===== config.mk =====
export PLATFORM = sky130hd
export DESIGN_NAME = stop_wake_ctl
export DESIGN_NICKNAME = d
export VERILOG_FILES = /design/src/rtl/stop_wake_ctl.sv
export SDC_FILE = /design/constraint.sdc
export NUM_CORES = 1
export LEC_CHECK = 0
export CAP_MARGIN = 20
export CORE_MARGIN = 5
export CORE_UTILIZATION = 40
export CTS_CLUSTER_DIAMETER = 40
export DETAILED_ROUTE_END_ITERATION = 8
export GPL_TIMING_DRIVEN = 0
export PLACE_DENSITY = 0.69
export SLEW_MARGIN = 20
export SYNTH_ARGS = -nofsm -noshare
export SYNTH_HDL_FRONTEND = slang
export SYNTH_SLANG_ARGS = --single-unit

===== constraint.sdc =====
create_clock -name clk -period 2.6 [get_ports clk]
set_input_delay 0.26 -clock clk [delete_from_list [all_inputs] [get_ports clk]]
set_output_delay 0.26 -clock clk [all_outputs]
set_load 0.02 [all_outputs]

===== src/rtl/stop_wake_ctl.sv =====
`timescale 1ns/1ps
module stop_wake_ctl #(
  parameter int DELAY_CYC = 50000,
  parameter int FAST_QUAL = 5
) (
  input  logic       clk,
  input  logic       por,
  input  logic       wdt_rst,
  input  logic       ext_rst,
  input  logic       stop_req,
  input  logic [7:0] grp_pins,
  input  logic [2:0] sgl_pins,
  input  logic       wr_en,
  input  logic [7:0] wr_data,
  output logic [7:0] rd_data,
  output logic       prescale_en,
  output logic       stop_active,
  output logic       wake_req
);
  localparam int MAXC = (DELAY_CYC > FAST_QUAL) ? DELAY_CYC : FAST_QUAL;
  localparam int CW   = $clog2(MAXC + 1);

  typedef enum logic [1:0] {S_RUN, S_STOP, S_HOLD} st_t;

  logic [10:0]   sync1, sync2;
  logic          prediv, fast, lvl_hi, warm;
  logic [2:0]    sel;
  st_t           st;
  logic [CW-1:0] cnt;
  logic          src, hit, soft_rst;

  assign soft_rst = wdt_rst | ext_rst;

  always_ff @(posedge clk or posedge por)
    if (por) begin
      sync1 <= '0;
      sync2 <= '0;
    end else begin
      sync1 <= {sgl_pins, grp_pins};
      sync2 <= sync1;
    end

  always_ff @(posedge clk or posedge por)
    if (por) begin
      prediv <= 1'b0;
      sel    <= 3'd0;
      fast   <= 1'b1;
      lvl_hi <= 1'b0;
    end else if (wr_en) begin
      prediv <= wr_data[0];
      sel    <= wr_data[4:2];
      fast   <= wr_data[5];
      lvl_hi <= wr_data[6];
    end

  always_ff @(posedge clk or posedge por)
    if (por)                           warm <= 1'b0;
    else if (soft_rst)                 warm <= 1'b0;
    else if (st == S_RUN && stop_req)  warm <= 1'b1;

  always_comb
    case (sel)
      3'd2:    src = sync2[8];
      3'd3:    src = sync2[9];
      3'd4:    src = sync2[10];
      3'd5:    src = sync2[7];
      3'd6:    src = ~|sync2[3:0];
      3'd7:    src = ~|sync2[7:0];
      default: src = 1'b0;
    endcase

  assign hit = (sel >= 3'd2) && (src == lvl_hi);

  always_ff @(posedge clk or posedge por)
    if (por) begin
      st  <= S_RUN;
      cnt <= '0;
    end else if (soft_rst) begin
      st  <= S_RUN;
      cnt <= '0;
    end else begin
      case (st)
        S_RUN: begin
          cnt <= '0;
          if (stop_req) st <= S_STOP;
        end
        S_STOP: begin
          if (!hit) cnt <= '0;
          else if (!fast) begin
            st  <= S_HOLD;
            cnt <= CW'(DELAY_CYC);
          end else if (cnt == CW'(FAST_QUAL - 1)) begin
            st  <= S_HOLD;
            cnt <= CW'(1);
          end else cnt <= cnt + 1'b1;
        end
        S_HOLD: begin
          if (cnt <= CW'(1)) begin
            st  <= S_RUN;
            cnt <= '0;
          end else cnt <= cnt - 1'b1;
        end
        default: begin
          st  <= S_RUN;
          cnt <= '0;
        end
      endcase
    end

  assign rd_data     = {warm, lvl_hi, fast, sel, 1'b0, prediv};
  assign prescale_en = prediv;
  assign stop_active = (st == S_STOP);
  assign wake_req    = (st == S_HOLD);
endmodule


==> results.toml <==
[setup_path]
cp_num_buf_inv = 2
cpMostUsedCell = "or3_4"
rr_endpoint = "st[1]$_DFFE_PP0P_"
cpPeakStageDelay_ns = 0.42
r2r_slack_ns = 0.02
r2r_cells = 7
endpoint_kind = "flip-flop"
crit_required_ns = 2.81
critPathLaunchType = "flip-flop"
crit_type = "flip-flop to flip-flop"
crit_arrival_ns = 2.79
cp_top_family = "simple AND/OR/NAND/NOR gates"
critPathMaxFanout = 6
timing.rr.start = "cnt[13]$_DFF_PP0_"
path_cells = "or3_4 -> or3_4 -> or4_4 -> buf_6 -> a311o_1 -> buf_4 -> o211a_1"
cpMaxStageDelayCell = "or4_4"

[logic_synthesis]
synth_cells = 249
synth_nets = 282
yosysWarnings = 0
synth_edf_count = 0
synth_top_family_by_area = "simple AND/OR/NAND/NOR gates"
synth_xor_area_frac = 0.0494
ys_seq_elements = 47
synth_compound_area_frac = 0.145
synthArstFlopShare = 1.00
ys_types = 51
synth-simple-area-share = 0.196
synth-adder-area-share = 0.0403
post_synth.cell_area_avg_um2 = 9.97
synthMuxAreaShare = 0.0348
ys_seq_area_frac = 0.474
netlist_area_um2 = 2480
ys.flop_type = "dfrtp_1"

[floorplan]
die_x_um = 88.8
die_area_um2 = 7880
start_util = 0.414
die_h_um = 88.8
rows = 28
core_um2 = 5990
io_pins = 36

[worst_hold_path]
min_path_cells = 3
worstHoldStart = "wr_en"
hold_path_class = "input pin to flip-flop"
min_to = "fast$_DFFE_PP1P_"

[sta]
post-route-period-util = 0.993
clock_skew_ns = 0.0111
final_max_slew_viol_count = 0
rsz0062_at_grt = "true"
slew_headroom = 0.489
hold_viol = 0
period_needed_ns = 2.58
tightest_slew_ns = 0.759
fmax_ghz = 0.387
setup_viol = 0

[power]
p_per_area_nw_per_um2 = 464
vdd_drop_max_mv = 0.266
leakage_nw = 1.32
p_total_mw = 1.46

[grt]
antenna_found_initial = 0
grt_max_degree = 26
grt_pass1_wl_mm = 9.49
grt_pass1_vias = 2020
overflow = 0
grt_use_total = 0.154

[detailed_routing]
wirelength_mm = 5.61
drtIter0Drc = 161
drc_errors = 0
vias = 2058
antenna_left = 0
vias_per_cell = 5.52
drtPass1Iterations = 5
wl_per_cell_um = 15.0

[layout]
area_delta_synth_final_pct = 26.7
mostFrequentLayoutCells = "dfrtp_1, clkdlybuf4s50_1, nand2_1, buf_4, nor2_1"
drive_gt1_frac = 0.205
final_cell_area_um2 = 3150
layout.nets = 330
antenna_cells = 0
utilization = 0.525
final_common_cell = "dfrtp_1"

[cts]
cts_tree = "yes"
root_buffer = "clkbuf_8"
cts-htree-levels = 2
clkLatencyLatePin_ns = 0.31
numClockSinks = 47
cts_buffers = 5
clk_path_buf_depth = 2
clk_pin_slew_worst_paths_ns = 0.10
cts_hold_buf = 0

[place]
hpwl_mm = 3.85
portBuffers = 31
place.gp.congestion = 0.849
postPlaceCellArea_um2 = 2910

[run]
cap_viol_max_count = 0

[outcome]
status = "complete, no violations"
-- where the power goes --
part / internal (mW) / switching, mW
Combinational: 0.0995 / 0.0947
Sequential: 0.761 / 0.0186
Clock: 0.203 / 0.283
-- repair_timing --
item / in CTS / in global routing
resized for setup: 6 / 11
pin swaps: 2 / 3
setup endpoints to repair: 10 / 13
buffers inserted: 7 / 5
-- sequential cells by signal, indices dropped and copies added (netlist names) --
| signal | cells |
|---|---|
| st | 2 |
| sel | 3 |
| prescale_en | 1 |
| fast | 1 |
| sync1 | 11 |
| cnt | 16 |
| lvl_hi | 1 |
| sync2 | 11 |
| warm | 1 |
-- cell usage after synthesis, types with 2 or more instances --
cell type | number | area share
o22a_1 | 2 | 0.0071
xnor2_1 | 10 | 0.035
or2_2 | 6 | 0.015
nand2_1 | 21 | 0.032
o31a_1 | 2 | 0.0071
clkbuf_1 | 7 | 0.011
buf_4 | 7 | 0.021
a21o_1 | 4 | 0.012
a21oi_1 | 10 | 0.020
mux2i_1 | 3 | 0.012
o32a_1 | 2 | 0.0081
dfrtp_1 | 46 | 0.46
nor4_1 | 8 | 0.020
xor2_1 | 4 | 0.014
buf_6 | 2 | 0.0091
nor2_1 | 17 | 0.026
and2_1 | 3 | 0.0076
o31a_2 | 2 | 0.0081
ha_1 | 8 | 0.040
buf_2 | 2 | 0.0040
mux2_2 | 5 | 0.023
nand3_1 | 8 | 0.016
inv_1 | 9 | 0.014
or3_1 | 4 | 0.010
nor3_1 | 15 | 0.030
o311ai_0 | 2 | 0.0071
o31ai_1 | 5 | 0.015
o21ai_0 | 8 | 0.016
nand4_1 | 5 | 0.013
-- how the worst max path moves through the flow --
stage                           start           endpoint  slack (ns)  cells after the start
floorplan           cnt[13]$_DFF_PP0_  st[0]$_DFFE_PP0P_        0.04                      8
global placement    cnt[13]$_DFF_PP0_  st[0]$_DFFE_PP0P_       -0.15                      8
detailed placement  cnt[13]$_DFF_PP0_  st[0]$_DFFE_PP0P_       -0.15                      8
CTS                 cnt[13]$_DFF_PP0_   cnt[3]$_DFF_PP0_       0.005                      6
global route         cnt[4]$_DFF_PP0_  st[0]$_DFFE_PP0P_       -0.06                      7
finish              cnt[13]$_DFF_PP0_  st[1]$_DFFE_PP0P_        0.02                      7
-- worst register-to-register path, stage by stage, from the launching register on --
cell and delay (ns):
dfrtp_1 0.39, or3_4 0.39, or3_4 0.41, or4_4 0.42
buf_6 0.15, a311o_1 0.39, buf_4 0.15, o211a_1 0.19
-- cell families after synthesis --
| group | count (synthesis) |
|---|---|
| flops | 47 |
| buf+inv | 27 |
| simple gates | 95 |
| other cells | 1 |
| fa+ha+maj | 8 |
| mux | 8 |
| xor+xnor | 14 |
| compound gates | 49 |
-- per-stage QoR --
step	std cells	setup slack [ns]	hold slack (ns)	TNS (ns)
floorplan	249	0.0424	0.291	0
global placement	355	-0.149	0.334	-0.632
detailed placement	356	-0.151	0.336	-0.735
CTS	371	0.00512	0.279	0
global route	373	-0.0604	0.292	-0.0907
finish	373	0.0185	0.272	0
-- layer usage --
metal | vias up | share of wire | global-route usage
met5 | - | 0 | 0
met4 | 0 | 0.018 | 0.0481
met3 | 8 | 0.057 | 0.0400
met2 | 64 | 0.46 | 0.240
met1 | 1000 | 0.46 | 0.211
li1 | 986 | - | -
-- area by class of cell --
type / instances / area (um^2)
Fill cell: 565 / 2850
Tap cell: 75 / 93.8
Buffer: 15 / 111
Clock inverter: 3 / 28.8
Inverter: 9 / 33.8
Sequential cell: 47 / 1180
Multi-Input combinational cell: 175 / 1210
Clock buffer: 5 / 68.8
Timing Repair Buffer: 44 / 420
No activity file was read; power rests on OpenSTA's default activity.
